File: config.mk
export PLATFORM = sky130hd
export DESIGN_NAME = flash_cmd_ctrl
export DESIGN_NICKNAME = d
export VERILOG_FILES = /design/src/rtl/flash_cmd_pkg.sv /design/src/rtl/flash_cmd_decode.sv /design/src/rtl/flash_prog_engine.sv /design/src/rtl/flash_erase_engine.sv /design/src/rtl/flash_cmd_ctrl.sv
export SDC_FILE = /design/constraint.sdc
export NUM_CORES = 1
export LEC_CHECK = 0
export ABC_CLOCK_PERIOD_IN_PS = 4880
export BUFFER_PORTS_ARGS = -buffer_cell sky130_fd_sc_hd__clkbuf_2
export CORE_ASPECT_RATIO = 0.5
export CORE_MARGIN = 2
export CORE_UTILIZATION = 60
export CTS_CLUSTER_SIZE = 16
export DETAILED_ROUTE_END_ITERATION = 16
export PLACE_DENSITY = 0.83
export SETUP_SLACK_MARGIN = 0.1
export SLEW_MARGIN = 0
export SYNTH_ARGS = -nofsm -noshare
export SYNTH_HDL_FRONTEND = slang
export SYNTH_SLANG_ARGS = --single-unit
export TNS_END_PERCENT = 50
File: constraint.sdc
create_clock -name clk_i -period 4.88 [get_ports clk_i]
set_clock_uncertainty 0.2 [all_clocks]
set_input_delay 0.488 -clock clk_i [delete_from_list [all_inputs] [get_ports clk_i]]
set_output_delay 0.488 -clock clk_i [all_outputs]
set_load 0.01 [all_outputs]
File: src/rtl/flash_cmd_pkg.sv
package flash_cmd_pkg;
  localparam int NUM_SECT = 7;
  localparam int SEC_W    = 3;

  localparam logic [7:0] K_UNL1 = 8'hAA;
  localparam logic [7:0] K_UNL2 = 8'h55;
  localparam logic [7:0] K_PGM  = 8'hA0;
  localparam logic [7:0] K_ESET = 8'h80;
  localparam logic [7:0] K_SERS = 8'h30;
  localparam logic [7:0] K_SUSP = 8'hB0;
  localparam logic [7:0] K_RSM  = 8'h30;
  localparam logic [7:0] K_RST  = 8'hF0;

  typedef enum logic [2:0] {C_IDLE, C_UNL1, C_UNL2, C_PGM, C_ESET, C_E1, C_E2} cmd_st_e;
  typedef enum logic [1:0] {P_IDLE, P_WAIT, P_WR, P_VFY} prog_st_e;
  typedef enum logic [2:0] {E_IDLE, E_PRE, E_WAIT, E_ERS, E_VFY} ers_st_e;

  // top sector code folds onto the last sector
  function automatic logic [SEC_W-1:0] sector_of(input logic [SEC_W-1:0] top);
    return (top > SEC_W'(NUM_SECT-1)) ? SEC_W'(NUM_SECT-1) : top;
  endfunction
endpackage

File: src/rtl/flash_cmd_decode.sv
module flash_cmd_decode
  import flash_cmd_pkg::*;
#(
  parameter int ADDR_W = 18
) (
  input  logic                clk_i,
  input  logic                rst_ni,
  input  logic                wr_i,
  input  logic                lvd_i,
  input  logic [ADDR_W-1:0]   waddr_i,
  input  logic [7:0]          wdata_i,
  input  logic                prog_busy_i,
  input  logic                ers_active_i,
  input  logic                susp_i,
  input  logic [NUM_SECT-1:0] prot_i,
  input  logic [SEC_W-1:0]    ers_sec_i,
  output logic                pstart_o,
  output logic [ADDR_W-1:0]   paddr_o,
  output logic [7:0]          pdata_o,
  output logic                estart_o,
  output logic [SEC_W-1:0]    esec_o,
  output logic                susp_set_o,
  output logic                resume_o
);
  localparam int CMP_W = (ADDR_W < 11) ? ADDR_W : 11;
  localparam logic [CMP_W-1:0] A_UNL1 = CMP_W'(11'h555);
  localparam logic [CMP_W-1:0] A_UNL2 = CMP_W'(11'h2AA);

  cmd_st_e st_q, st_d;
  logic [CMP_W-1:0] wa;
  logic [SEC_W-1:0] wsec;
  logic wr_ok, ers_run, go_p, go_e, go_s, go_r;

  assign wa      = waddr_i[CMP_W-1:0];
  assign wsec    = sector_of(waddr_i[ADDR_W-1 -: SEC_W]);
  assign wr_ok   = wr_i && !lvd_i && !prog_busy_i && !pstart_o;
  assign ers_run = (ers_active_i || estart_o) && !susp_i;

  always_comb begin
    st_d = st_q;
    go_p = 1'b0;
    go_e = 1'b0;
    go_s = 1'b0;
    go_r = 1'b0;
    if (wr_ok) begin
      if (ers_run) begin
        go_s = (wdata_i == K_SUSP);
        st_d = C_IDLE;
      end else if (wdata_i == K_RST) begin
        st_d = C_IDLE;
      end else if (susp_i && st_q == C_IDLE && wdata_i == K_RSM) begin
        go_r = 1'b1;
      end else begin
        case (st_q)
          C_IDLE, C_ESET: begin
            if (wa == A_UNL1 && wdata_i == K_UNL1) st_d = (st_q == C_IDLE) ? C_UNL1 : C_E1;
            else st_d = C_IDLE;
          end
          C_UNL1, C_E1: begin
            if (wa == A_UNL2 && wdata_i == K_UNL2) st_d = (st_q == C_UNL1) ? C_UNL2 : C_E2;
            else st_d = C_IDLE;
          end
          C_UNL2: begin
            if (wa == A_UNL1 && wdata_i == K_PGM) st_d = C_PGM;
            else if (wa == A_UNL1 && wdata_i == K_ESET && !susp_i) st_d = C_ESET;
            else st_d = C_IDLE;
          end
          C_PGM: begin
            st_d = C_IDLE;
            go_p = !prot_i[wsec] && !(susp_i && wsec == ers_sec_i);
          end
          C_E2: begin
            st_d = C_IDLE;
            go_e = (wdata_i == K_SERS) && !prot_i[wsec];
          end
          default: st_d = C_IDLE;
        endcase
      end
    end
  end

  always_ff @(posedge clk_i or negedge rst_ni) begin
    if (!rst_ni) begin
      st_q       <= C_IDLE;
      pstart_o   <= 1'b0;
      paddr_o    <= '0;
      pdata_o    <= '0;
      estart_o   <= 1'b0;
      esec_o     <= '0;
      susp_set_o <= 1'b0;
      resume_o   <= 1'b0;
    end else begin
      st_q       <= st_d;
      pstart_o   <= go_p;
      estart_o   <= go_e;
      susp_set_o <= go_s;
      resume_o   <= go_r;
      if (go_p) begin
        paddr_o <= waddr_i;
        pdata_o <= wdata_i;
      end
      if (go_e) esec_o <= wsec;
    end
  end

  p_lvd_no_start_r9: assert property (@(posedge clk_i) disable iff (!rst_ni)
    lvd_i |=> (!pstart_o && !estart_o && st_q == $past(st_q)));

  p_prog_after_seq_r3: assert property (@(posedge clk_i) disable iff (!rst_ni)
    pstart_o |-> ($past(st_q) == C_PGM));

  p_erase_after_seq_r5: assert property (@(posedge clk_i) disable iff (!rst_ni)
    estart_o |-> ($past(st_q) == C_E2));
endmodule

File: src/rtl/flash_prog_engine.sv
module flash_prog_engine
  import flash_cmd_pkg::*;
#(
  parameter int ADDR_W   = 18,
  parameter int PROG_CYC = 64
) (
  input  logic              clk_i,
  input  logic              rst_ni,
  input  logic              start_i,
  input  logic [ADDR_W-1:0] addr_i,
  input  logic [7:0]        data_i,
  output logic              busy_o,
  output logic [ADDR_W-1:0] mem_addr_o,
  output logic              mem_we_o,
  output logic [7:0]        mem_wdata_o,
  input  logic [7:0]        mem_rdata_i
);
  localparam int CW = $clog2(PROG_CYC + 1);

  prog_st_e st_q;
  logic [CW-1:0] cnt_q;
  logic [ADDR_W-1:0] a_q;
  logic [7:0] d_q, exp_q;

  assign busy_o      = (st_q != P_IDLE);
  assign mem_addr_o  = a_q;
  assign mem_we_o    = (st_q == P_WR);
  assign mem_wdata_o = mem_rdata_i & d_q;

  always_ff @(posedge clk_i or negedge rst_ni) begin
    if (!rst_ni) begin
      st_q  <= P_IDLE;
      cnt_q <= '0;
      a_q   <= '0;
      d_q   <= '0;
      exp_q <= '0;
    end else begin
      case (st_q)
        P_IDLE: if (start_i) begin
          a_q   <= addr_i;
          d_q   <= data_i;
          cnt_q <= CW'(PROG_CYC - 1);
          st_q  <= P_WAIT;
        end
        P_WAIT: if (cnt_q == '0) st_q <= P_WR;
                else cnt_q <= cnt_q - 1'b1;
        P_WR: begin
          exp_q <= mem_rdata_i & d_q;
          st_q  <= P_VFY;
        end
        P_VFY: st_q <= (mem_rdata_i == exp_q) ? P_IDLE : P_WR;
        default: st_q <= P_IDLE;
      endcase
    end
  end

  p_verify_match_r2: assert property (@(posedge clk_i) disable iff (!rst_ni)
    (st_q == P_VFY) |-> (mem_rdata_i == exp_q));
endmodule

File: src/rtl/flash_erase_engine.sv
module flash_erase_engine
  import flash_cmd_pkg::*;
#(
  parameter int ADDR_W    = 18,
  parameter int ERASE_CYC = 1024
) (
  input  logic              clk_i,
  input  logic              rst_ni,
  input  logic              start_i,
  input  logic [SEC_W-1:0]  sec_i,
  input  logic              susp_i,
  output logic              active_o,
  output logic [SEC_W-1:0]  sec_o,
  output logic [ADDR_W-1:0] mem_addr_o,
  output logic              mem_we_o,
  output logic [7:0]        mem_wdata_o,
  input  logic [7:0]        mem_rdata_i
);
  localparam int SH = ADDR_W - SEC_W;
  localparam int CW = $clog2(ERASE_CYC + 1);

  ers_st_e st_q;
  logic [CW-1:0] cnt_q;
  logic [SEC_W-1:0] sec_q;
  logic [ADDR_W-1:0] ptr_q, base, last;
  logic at_last;

  assign base    = {sec_q, {SH{1'b0}}};
  assign last    = (sec_q == SEC_W'(NUM_SECT-1)) ? '1 : {sec_q, {SH{1'b1}}};
  assign at_last = (ptr_q == last);

  assign active_o    = (st_q != E_IDLE);
  assign sec_o       = sec_q;
  assign mem_addr_o  = ptr_q;
  assign mem_we_o    = !susp_i && ((st_q == E_PRE && mem_rdata_i != 8'h00) || st_q == E_ERS);
  assign mem_wdata_o = (st_q == E_ERS) ? 8'hFF : 8'h00;

  always_ff @(posedge clk_i or negedge rst_ni) begin
    if (!rst_ni) begin
      st_q  <= E_IDLE;
      cnt_q <= '0;
      sec_q <= '0;
      ptr_q <= '0;
    end else if (st_q == E_IDLE) begin
      if (start_i) begin
        sec_q <= sec_i;
        ptr_q <= {sec_i, {SH{1'b0}}};
        st_q  <= E_PRE;
      end
    end else if (!susp_i) begin
      case (st_q)
        E_PRE: if (at_last) begin
          ptr_q <= base;
          cnt_q <= CW'(ERASE_CYC - 1);
          st_q  <= E_WAIT;
        end else ptr_q <= ptr_q + ADDR_W'(1);
        E_WAIT: if (cnt_q == '0) st_q <= E_ERS;
                else cnt_q <= cnt_q - 1'b1;
        E_ERS: if (at_last) begin
          ptr_q <= base;
          st_q  <= E_VFY;
        end else ptr_q <= ptr_q + ADDR_W'(1);
        E_VFY: if (at_last) st_q <= E_IDLE;
               else ptr_q <= ptr_q + ADDR_W'(1);
        default: st_q <= E_IDLE;
      endcase
    end
  end

  p_freeze_susp_r7: assert property (@(posedge clk_i) disable iff (!rst_ni)
    (susp_i && st_q != E_IDLE) |=> (st_q == $past(st_q) && ptr_q == $past(ptr_q)));

  p_walk_in_sector_r5: assert property (@(posedge clk_i) disable iff (!rst_ni)
    (st_q != E_IDLE) |-> (ptr_q >= base && ptr_q <= last));

  p_final_pass_ff_r5: assert property (@(posedge clk_i) disable iff (!rst_ni)
    (st_q == E_VFY && !susp_i) |-> (mem_rdata_i == 8'hFF));
endmodule

File: src/rtl/flash_cmd_ctrl.sv
module flash_cmd_ctrl
  import flash_cmd_pkg::*;
#(
  parameter int ADDR_W    = 18,
  parameter int PROG_CYC  = 64,
  parameter int ERASE_CYC = 1024
) (
  input  logic                clk_i,
  input  logic                rst_ni,
  input  logic                ce_ni,
  input  logic                we_ni,
  input  logic                oe_ni,
  input  logic [ADDR_W-1:0]   addr_i,
  input  logic [7:0]          data_i,
  output logic [7:0]          dq_o,
  input  logic [NUM_SECT-1:0] prot_i,
  input  logic                lvd_i,
  output logic [ADDR_W-1:0]   mem_addr_o,
  output logic                mem_we_o,
  output logic [7:0]          mem_wdata_o,
  input  logic [7:0]          mem_rdata_i,
  input  logic [7:0]          host_rdata_i
);
  logic we_q, oe_q, wr_ev, rd_ev, susp_q, tog_q;
  logic p_start, p_busy, e_start, e_active, susp_set, resume;
  logic [ADDR_W-1:0] p_addr, p_maddr, e_maddr;
  logic [7:0] p_data, p_wdata, e_wdata;
  logic [SEC_W-1:0] e_sec_cmd, e_sec;
  logic p_we, e_we;

  assign wr_ev = !ce_ni && we_ni && !we_q;
  assign rd_ev = !ce_ni && !oe_ni && oe_q;

  flash_cmd_decode #(.ADDR_W(ADDR_W)) u_dec (
    .clk_i(clk_i), .rst_ni(rst_ni), .wr_i(wr_ev), .lvd_i(lvd_i),
    .waddr_i(addr_i), .wdata_i(data_i), .prog_busy_i(p_busy),
    .ers_active_i(e_active), .susp_i(susp_q), .prot_i(prot_i), .ers_sec_i(e_sec),
    .pstart_o(p_start), .paddr_o(p_addr), .pdata_o(p_data),
    .estart_o(e_start), .esec_o(e_sec_cmd), .susp_set_o(susp_set), .resume_o(resume)
  );

  flash_prog_engine #(.ADDR_W(ADDR_W), .PROG_CYC(PROG_CYC)) u_prog (
    .clk_i(clk_i), .rst_ni(rst_ni), .start_i(p_start), .addr_i(p_addr),
    .data_i(p_data), .busy_o(p_busy), .mem_addr_o(p_maddr), .mem_we_o(p_we),
    .mem_wdata_o(p_wdata), .mem_rdata_i(mem_rdata_i)
  );

  flash_erase_engine #(.ADDR_W(ADDR_W), .ERASE_CYC(ERASE_CYC)) u_ers (
    .clk_i(clk_i), .rst_ni(rst_ni), .start_i(e_start), .sec_i(e_sec_cmd),
    .susp_i(susp_q), .active_o(e_active), .sec_o(e_sec), .mem_addr_o(e_maddr),
    .mem_we_o(e_we), .mem_wdata_o(e_wdata), .mem_rdata_i(mem_rdata_i)
  );

  // program engine owns the array port whenever it runs
  assign mem_addr_o  = p_busy ? p_maddr : e_maddr;
  assign mem_we_o    = p_busy ? p_we    : e_we;
  assign mem_wdata_o = p_busy ? p_wdata : e_wdata;

  always_ff @(posedge clk_i or negedge rst_ni) begin
    if (!rst_ni) begin
      we_q   <= 1'b1;
      oe_q   <= 1'b1;
      susp_q <= 1'b0;
      tog_q  <= 1'b0;
      dq_o   <= 8'h00;
    end else begin
      we_q <= we_ni;
      oe_q <= oe_ni;
      if (!e_active)    susp_q <= 1'b0;
      else if (susp_set) susp_q <= 1'b1;
      else if (resume)   susp_q <= 1'b0;
      if (rd_ev) begin
        if (p_busy || p_start) begin
          dq_o  <= {~p_data[7], tog_q, 6'b0};
          tog_q <= ~tog_q;
        end else if ((e_active || e_start) && !susp_q) begin
          dq_o  <= {1'b0, tog_q, 6'b0};
          tog_q <= ~tog_q;
        end else if (e_active && sector_of(addr_i[ADDR_W-1 -: SEC_W]) == e_sec) begin
          dq_o <= 8'h80;
        end else begin
          dq_o <= host_rdata_i;
        end
      end
    end
  end

  p_no_locked_write_r8: assert property (@(posedge clk_i) disable iff (!rst_ni)
    mem_we_o |-> !prot_i[sector_of(mem_addr_o[ADDR_W-1 -: SEC_W])]);

  p_quiet_in_susp_r7: assert property (@(posedge clk_i) disable iff (!rst_ni)
    (susp_q && !p_busy) |-> !mem_we_o);
endmodule

==> out/metrics.cfg, run 1 <==
[place]
place_inst = 897
place_worst_setup_slack_ns = 1.58
gp_congestion = 0.910
dpl.hpwl_mm = 10.9
port_buffers = 89

[critical_path]
critPathMaxFanout = 26
required_ns = 4.97
arrival_ns = 3.53
end_kind = flip-flop
critPathKind = in2reg
critPathLaunchType = input port

[global_route]
grt_pass1_wl_mm = 26.7
antenna_found_initial = 0
grt_pass1_vias = 5318
grt_overflow_total = 0
grt_max_degree = 61
grtUsageTotal = 0.299

[clocking]
cts_max_path_buffers = 2
clockRootBuffer = clkbuf_16
ctsResizeCount = 0
htreeDepth = 4
tritoncts = done
insertion_delay_ns = 0.42
cts_sinks = 126
path_clk_slew_ns = 0.06
holdBufCountCts = 3
numCtsBuffers = 17
postCtsSetupRepairBufs = 0

[logic_synthesis]
synth_top_family_by_area = simple AND/OR/NAND/NOR gates
synth-xor-area-share = 0.0331
synth_cell_types = 64
ys_seq_elements = 126
synth-edff-count = 0
synthAdderAreaFrac = 0.00787
synthFlopType = dfrtp_1
syn_area_um2 = 6360
yosysWarnings = 0
synth_nets = 752
synthDominantCellAreaShare = 0.488
synth_area_leader_cell = dfrtp_1
muxShareOfSynthArea = 0.0523
syn_inst = 693
synth.avg_cell_area_um2 = 9.18
synthArstFlopShare = 1.00
netlist_top_cells_area = dfrtp_1 (49%), nand2_1 (12%), mux2_2 (4.2%)
synthSimpleGateAreaFrac = 0.263
ys_seq_area_frac = 0.496
synth-compound-area-share = 0.123

[sta]
worst_slew_pin_slew_ns = 1.11
fin_ws_ns = 1.44
fin_crit_sh = 0.705
slew_headroom = 0.256
rsz0062_at_grt = false
slew_viol_final = 0
setup_viol = 0
fin_crit_ns = 3.44
finalSetupTns_ns = 0
hold_viol = 0
clock.fmax_mhz = 291

[layout]
final-seq-area_um2 = 3160
fillers = 721
nets = 838
areaGrowthSynthToFinish_pct = 18.4
mostFrequentLayoutCells = nand2_1 (207), dfrtp_1 (124), clkbuf_2 (88)
n_antenna_cell = 0
final_common_cell = nand2_1
finalNonFillerCells = 932
drive_gt1_frac = 0.208
multi_input_area_um2 = 3050

[die]
core_area_um2 = 10200
initial_core_util = 0.621
fp.dieH_um = 76.8
rows = 26
dieArea_um2 = 11500
die_w_um = 150
num_io_pins = 90

[power_and_ir_drop]
powerDensity_nw_per_um2 = 329
power_w = 0.00248
p_leak_nw = 3.79
peakVddDrop_mv = 0.228

[hold_path]
hold_path.class = in2reg

[detailed_routing]
vias = 5619
antenna_left = 0
wire_per_inst_um = 17.3
remaining_drc_errors = 0
drt_iter0_drc = 480
dr.pass1.iters = 5
viasPerCell = 6.03
routed_wl_mm = 16.1

[outcome]
status = completed

[flow_run]
maxCapViolations = 0

[per-layer routing]
layer | track usage | wire length [um] | vias to the layer above
met5 | 0 | 0 | -
met4 | 0.0962 | 219 | 0
li1 | - | - | 2590
met3 | 0.0750 | 1330 | 26
met1 | 0.427 | 7330 | 2757
met2 | 0.450 | 7220 | 246
[layout make-up]
cell class	instances	area share
clock buffer	18	0.0570
clock inverter	14	0.0248
inverter	9	0.00449
multi-input combinational	530	0.405
sequential	126	0.419
tap	140	0.0233
timing repair buffer	95	0.0665
[critical path, stage by stage]
cell,delay (ns)
dlygate4sd3_1,0.52
clkbuf_2,0.11
nor4b_1,0.40
nand2_1,0.25
a211oi_1,0.36
nand4_1,0.94
nand2_1,0.35
nand2_1,0.10
[metrics by stage]
step / hold slack (ns) / util / cell area, um2
after floorplan: -0.00759 / - / 6360
after global placement: 0.248 / 0.672 / 6890
after detailed placement: 0.251 / 0.672 / 6890
after CTS: 0.0695 / 0.735 / 7530
after global routing: 0.0732 / 0.735 / 7530
final: 0.0683 / 0.735 / 7530
[synthesized netlist by cell type, types with 2 or more instances]
master     count
a21oi_1       17
nor2b_1       11
and2_1         6
dfstp_2        2
nor4b_1        3
o22a_1         3
nand2_1      207
buf_1          2
mux2_2        24
nor3_1        10
and4_1         2
ha_1           4
inv_1          9
xnor2_1       15
a31oi_1        3
nand3_2        2
or4_1          2
nor4_1        13
o21a_1         4
o21ai_0       40
dfrtp_1      124
clkbuf_1      17
buf_2          8
or4_4          2
o31ai_1        3
nor3b_1        3
mux2i_1        4
nor4bb_1       4
nor2_1        41
a22o_1        17
nand2b_1       3
o41ai_1        3
o211ai_1       3
xor2_1         9
nand4_1       11
and3_1         7
a21o_1         6
a211o_1        2
nand4bb_1      2
nand3_1       21
[sequential cells by signal, summed over array words and instances, names as in the netlist, 2 cells and up]
register,flops
u_prog.d_q,8
u_prog.mem_addr_o,18
u_ers.mem_addr_o,18
u_prog.exp_q,8
u_dec.paddr_o,18
u_dec.st_q,3
u_prog.cnt_q,7
dq_o,8
u_dec.pdata_o,8
u_dec.esec_o,3
u_ers.sec_o,3
u_ers.cnt_q,11
u_ers.st_q,3
u_prog.st_q,2
[kinds of logic after synthesis]
logic type | count (synthesis)
adder cells (fa/ha/maj) | 4
flip-flops | 126
buffers and inverters | 37
XOR/XNOR | 24
AO/OA/AOI/OAI | 114
AND/OR/NAND/NOR | 359
multiplexers | 29
[where the power goes]
group / internal [W] / total, W / switching, W
clock: 0.000812 / 0.00131 / 0.000502
combinational: 0.0000378 / 0.000100 / 0.0000624
sequential: 0.00106 / 0.00107 / 0.00000982
[path summary, 6_finish.rpt]
| path | from | end | slack (ns) | cells after the start |
|---|---|---|---|---|
| worst max-delay path | we_ni | u_dec.paddr_o[8] | 1.44 | 8 |
| worst min-delay path | addr_i[12] | u_dec.paddr_o[12] | 0.07 | 3 |
| worst max register to register | u_prog.st_q[0] | u_dec.paddr_o[8] | 1.44 | 6 |
| worst min register to register | u_dec.paddr_o[15] | u_dec.paddr_o[15] | 0.27 | 2 |
| max in group asynchronous | rst_ni | u_prog.exp_q[3] | 3.04 | 3 |
| min in group asynchronous | rst_ni | u_dec.paddr_o[2] | 0.46 | 2 |
No activity file was read; power rests on OpenSTA's default activity.
==> run 2: changes to the inputs <==
--- a/config.mk
+++ b/config.mk
@@ -5,14 +5,14 @@
 export SDC_FILE = /design/constraint.sdc
 export NUM_CORES = 1
 export LEC_CHECK = 0
-export ABC_CLOCK_PERIOD_IN_PS = 4880
+export ABC_CLOCK_PERIOD_IN_PS = 2800
 export BUFFER_PORTS_ARGS = -buffer_cell sky130_fd_sc_hd__clkbuf_2
 export CORE_ASPECT_RATIO = 0.5
 export CORE_MARGIN = 2
-export CORE_UTILIZATION = 60
+export CORE_UTILIZATION = 52
 export CTS_CLUSTER_SIZE = 16
 export DETAILED_ROUTE_END_ITERATION = 16
-export PLACE_DENSITY = 0.83
+export PLACE_DENSITY = 0.76
 export SETUP_SLACK_MARGIN = 0.1
 export SLEW_MARGIN = 0
 export SYNTH_ARGS = -nofsm -noshare
==> constraint.sdc (replaced) <==
create_clock -name clk_i -period 2.8 [get_ports clk_i]
set_clock_uncertainty 0.2 [all_clocks]
set_input_delay 0.28 -clock clk_i [delete_from_list [all_inputs] [get_ports clk_i]]
set_output_delay 0.28 -clock clk_i [all_outputs]
set_load 0.01 [all_outputs]
==> out/metrics.cfg, run 2 (synthesis gave the netlist of run 1 again) <==
[detailed_routing]
viasPerCell = 5.59
vias = 5728
remaining_drc_errors = 0
drt_iter0_drc = 421
wire_per_inst_um = 16.6
routed_wl_mm = 17.0
dr.pass1.iters = 5
antenna_left = 0

[global_route]
antenna_found_initial = 1
grt_max_degree = 54
grt_pass1_wl_mm = 27.7
grt_overflow_total = 0
grtUsageTotal = 0.271
grt_pass1_vias = 5566

[clocking]
cts_max_path_buffers = 2
insertion_delay_ns = 0.41
htreeDepth = 4
path_clk_slew_ns = 0.05
clockRootBuffer = clkbuf_16
cts_sinks = 126
tritoncts = done
numCtsBuffers = 17

[sta]
slew_headroom = 0.509
hold_viol = 0
rsz0062_at_grt = true
slew_viol_final = 0
clock.fmax_mhz = 366
fin_crit_ns = 2.73
finalSetupTns_ns = 0
fin_crit_sh = 0.975
fin_ws_ns = 0.0710
setup_viol = 0
worst_slew_pin_slew_ns = 0.731

[critical_path]
critPathKind = in2out
arrival_ns = 2.25
critPathLaunchType = input port
end_kind = primary output
critPathMaxFanout = 3
required_ns = 2.32

[die]
core_area_um2 = 11900
dieArea_um2 = 13200
die_w_um = 160
rows = 28
initial_core_util = 0.536
num_io_pins = 90
fp.dieH_um = 82.2

[hold_path]
hold_path.class = in2reg

[place]
port_buffers = 89
place_worst_setup_slack_ns = 0.186
gp_congestion = 0.884
dpl.hpwl_mm = 11.2

[layout]
mostFrequentLayoutCells = nand2_1 (207), dfrtp_1 (124), clkbuf_2 (88)
fin_util = 0.690
nets = 904
final_common_cell = nand2_1
drive_gt1_frac = 0.221
areaGrowthSynthToFinish_pct = 28.9

[power_and_ir_drop]
powerDensity_nw_per_um2 = 530
p_leak_nw = 4.11
peakVddDrop_mv = 0.438

[flow_run]
maxCapViolations = 0

[outcome]
status = completed

-- run 2: power by group --
group          leakage [nW]  switching (W)  internal (W)
registers              1.74      0.0000111       0.00184
logic                  2.08       0.000120      0.000108
clock network         0.301       0.000773       0.00149
-- run 2: layout make-up --
class	count	area, um2
Multi-Input combinational cell	530	3060
Sequential cell	126	3160
Fill cell	892	3680
Antenna cell	1	2.50
Clock inverter	7	110
Inverter	9	33.8
Timing Repair Buffer	161	1130
Tap cell	165	206
Clock buffer	25	495
-- run 2: per-layer routing --
layer	wire [um]	global-route usage	part of all wire
met1	7590	0.353	0.45
met2	8120	0.460	0.48
met3	1030	0.0564	0.061
met4	308	0.0991	0.018
met5	0	0	0
-- run 2: path summary, 6_finish.rpt --
| check | start | depth (start not counted) | end | slack (ns) |
|---|---|---|---|---|
| min in group asynchronous | rst_ni | 2 | dq_o[3] | 0.25 |
| worst min register to register | u_dec.paddr_o[2] | 2 | u_dec.paddr_o[2] | 0.26 |
| worst max-delay path | mem_rdata_i[1] | 7 | mem_we_o | 0.07 |
| max in group asynchronous | rst_ni | 3 | u_ers.mem_addr_o[16] | 1.48 |
| worst min-delay path | addr_i[16] | 3 | u_dec.paddr_o[16] | 0.01 |
| worst max register to register | u_ers.mem_addr_o[1] | 7 | u_ers.mem_addr_o[10] | 0.14 |
-- run 2: metrics by stage --
step                instance area (um2)  power, W  hold slack, ns  std cells
floorplan                          6360   0.00194          -0.216        693
CTS                                8190   0.00437         0.00227       1023
global placement                   7150   0.00206           0.166        948
global route                       8200   0.00449          0.0387       1024
detailed placement                 7150   0.00206           0.175        948
finish                             8200   0.00434          0.0148       1024
-- run 2: critical path: stages --
cell and delay, ns:
dlygate4sd3_1 0.55, clkbuf_2 0.14, nor4_1 0.26, nand2_1 0.12, o41ai_1 0.58, a21oi_1 0.15
clkbuf_2 0.16
-- run 2: timing repair --
action                                  4_1_cts  5_1_grt
setup buffers                                 0        0
gates resized for setup                       0        2
hold buffers                                 43        0
endpoints found under the setup margin        0       44
endpoints found under the hold margin        92        0
==> run 3: changes to the inputs <==
--- a/config.mk
+++ b/config.mk
@@ -9,13 +9,15 @@
 export BUFFER_PORTS_ARGS = -buffer_cell sky130_fd_sc_hd__clkbuf_2
 export CORE_ASPECT_RATIO = 0.5
 export CORE_MARGIN = 2
-export CORE_UTILIZATION = 52
+export CORE_UTILIZATION = 53
 export CTS_CLUSTER_SIZE = 16
 export DETAILED_ROUTE_END_ITERATION = 16
-export PLACE_DENSITY = 0.76
+export PLACE_DENSITY = 0.77
 export SETUP_SLACK_MARGIN = 0.1
+export SKIP_CTS_REPAIR_TIMING = 1
 export SLEW_MARGIN = 0
 export SYNTH_ARGS = -nofsm -noshare
 export SYNTH_HDL_FRONTEND = slang
+export SYNTH_HIERARCHICAL = 1
 export SYNTH_SLANG_ARGS = --single-unit
 export TNS_END_PERCENT = 50
==> out/metrics.cfg, run 3 <==
[layout]
n_antenna_cell = 0
final-seq-area_um2 = 3160
fillers = 944
areaGrowthSynthToFinish_pct = 23.0
mostFrequentLayoutCells = dfrtp_1 (124), clkbuf_2 (88), mux2_2 (75)
drive_gt1_frac = 0.386
final_common_cell = dfrtp_1
multi_input_area_um2 = 3430
nets = 782
fin_util = 0.667

[detailed_routing]
drt_iter0_drc = 404
remaining_drc_errors = 0
antenna_left = 0
wire_per_inst_um = 18.4
routed_wl_mm = 16.7
viasPerCell = 5.84
vias = 5293
dr.pass1.iters = 5

[logic_synthesis]
synth_area_leader_cell = dfrtp_1
synth_cell_types = 83
synthTopCellsByCount = dfrtp_1 (124), mux2_2 (75), nor2_1 (37), nand2_1 (23), mux2_4 (18)
ys_seq_elements = 126
syn_inst = 593
synth_nets = 651
synthDominantCellAreaShare = 0.452
synthFlopType = dfrtp_1
synth.most_common_cell = dfrtp_1
netlist_top_cells_area = dfrtp_1 (45%), mux2_2 (12%), mux2_4 (3.9%)
ys_seq_area_frac = 0.460
synthSimpleGateAreaFrac = 0.173
synth-edff-count = 0
muxShareOfSynthArea = 0.174
yosysWarnings = 6
synth-xor-area-share = 0.0306
synth_top_family_by_area = multiplexers
synthAdderAreaFrac = 0.00547
synth-compound-area-share = 0.115
synth.avg_cell_area_um2 = 11.6
synthArstFlopShare = 1.00
syn_area_um2 = 6870

[global_route]
antenna_found_initial = 0
grtUsageTotal = 0.248
grt_use_met2 = 0.372
use_met3 = 0.0519
busiest_layer = met2
grt_pass1_vias = 5223
met1_usage = 0.365
grt_max_degree = 69
grt_overflow_total = 0
grt_pass1_wl_mm = 27.0

[critical_path]
rrSetupSlack_ns = 0.26
crit_slowest_cell = dfrtp_1
crit_family = compound AO/OA/AOI/OAI gates
critPathBufInv = 1
critPathLaunchType = flip-flop
required_ns = 2.91
arrival_ns = 2.65
end_kind = flip-flop
cpPeakStageDelay_ns = 0.42
critPathMaxFanout = 9
critPathKind = reg2reg
crit_chain = ha_1 > nand3_2 > nor4_4 > o21ai_2 > a21oi_2 > buf_4 > o21ai_1 > o31ai_1

[sta]
finalSetupTns_ns = 0
clock.fmax_mhz = 393
slew_viol_final = 0
fin_crit_ns = 2.54
setup_viol = 0
worst_slew_pin_slew_ns = 0.594
slew_headroom = 0.604
fin_ws_ns = 0.255
hold_slack_ns = -0.00227
hold_viol = 1
fin_crit_sh = 0.909
rsz0062_at_grt = false

[clocking]
numCtsBuffers = 17
tritoncts = done
clockRootBuffer = clkbuf_16
insertion_delay_ns = 0.41
htreeDepth = 4
cts_sinks = 126
path_clk_slew_ns = 0.06
cts_max_path_buffers = 2

[die]
rows = 29
die_w_um = 165
initial_core_util = 0.542
dieArea_um2 = 13900
fp.dieH_um = 84.5
num_io_pins = 90
core_area_um2 = 12700

[place]
place_worst_setup_slack_ns = 0.275
port_buffers = 89
gp_congestion = 0.847
dpl.hpwl_mm = 10.9

[power_and_ir_drop]
powerDensity_nw_per_um2 = 541
peakVddDrop_mv = 0.369
p_leak_nw = 4.10

[outcome]
violations = hold timing
status = finished with violations

[hold_path]
hold_path.class = in2reg

[flow_run]
maxCapViolations = 0

-- run 3: cell families after synthesis --
group,count (synthesis)
and+or+nand+nor,192
adders and majority gates,3
muxes,100
AOI/OAI and AO/OA,103
DFF,126
buffers and inverters,45
xor gates and xnor gates,24
-- run 3: per-stage QoR --
stage               area (um2)  std cells  total power, W  hold WS, ns
floorplan                 6870        593         0.00200       -0.216
global placement          7480        843         0.00213        0.123
detailed placement        7480        843         0.00214        0.130
CTS                       8120        874         0.00455       -0.308
global route              8440        906         0.00471      0.00900
finish                    8440        906         0.00457     -0.00227
-- run 3: layout make-up --
cell class	instances	share of cell area
multi-input combinational	422	0.406
sequential	126	0.374
timing repair buffer	140	0.111
clock buffer	17	0.0504
clock inverter	14	0.0258
tap	170	0.0252
inverter	17	0.00756
-- run 3: tightest hold or removal path: stages --
cell	delay, ns
clkbuf_2	0.16
inv_1	0.08
nor4_1	0.05
-- run 3: report_power, final --
group          switching, W  internal [W]  total (W)
sequential        0.0000171       0.00185    0.00186
combinational      0.000148      0.000129   0.000277
clock              0.000849       0.00158    0.00243
-- run 3: worst paths after layout --
| path | from | to | cells past startpoint |
|---|---|---|---|
| max in group asynchronous | rst_ni | we_q | 3 |
| max reg2reg | u_ers/mem_addr_o[0] | u_ers/mem_addr_o[4] | 8 |
| min reg2reg | tog_q | tog_q | 1 |
| min in group asynchronous | rst_ni | u_dec/paddr_o[1] | 2 |
| min | data_i[7] | u_dec/susp_set_o | 3 |
| max | u_ers/mem_addr_o[0] | u_ers/mem_addr_o[4] | 8 |
-- run 3: metal layers --
metal  vias up  wire (um)  part of all wire
met4         0        176             0.011
met5         -          0                 0
met3        23        868             0.052
li1       2454          -                 -
met1      2638       8000              0.48
met2       178       7650              0.46
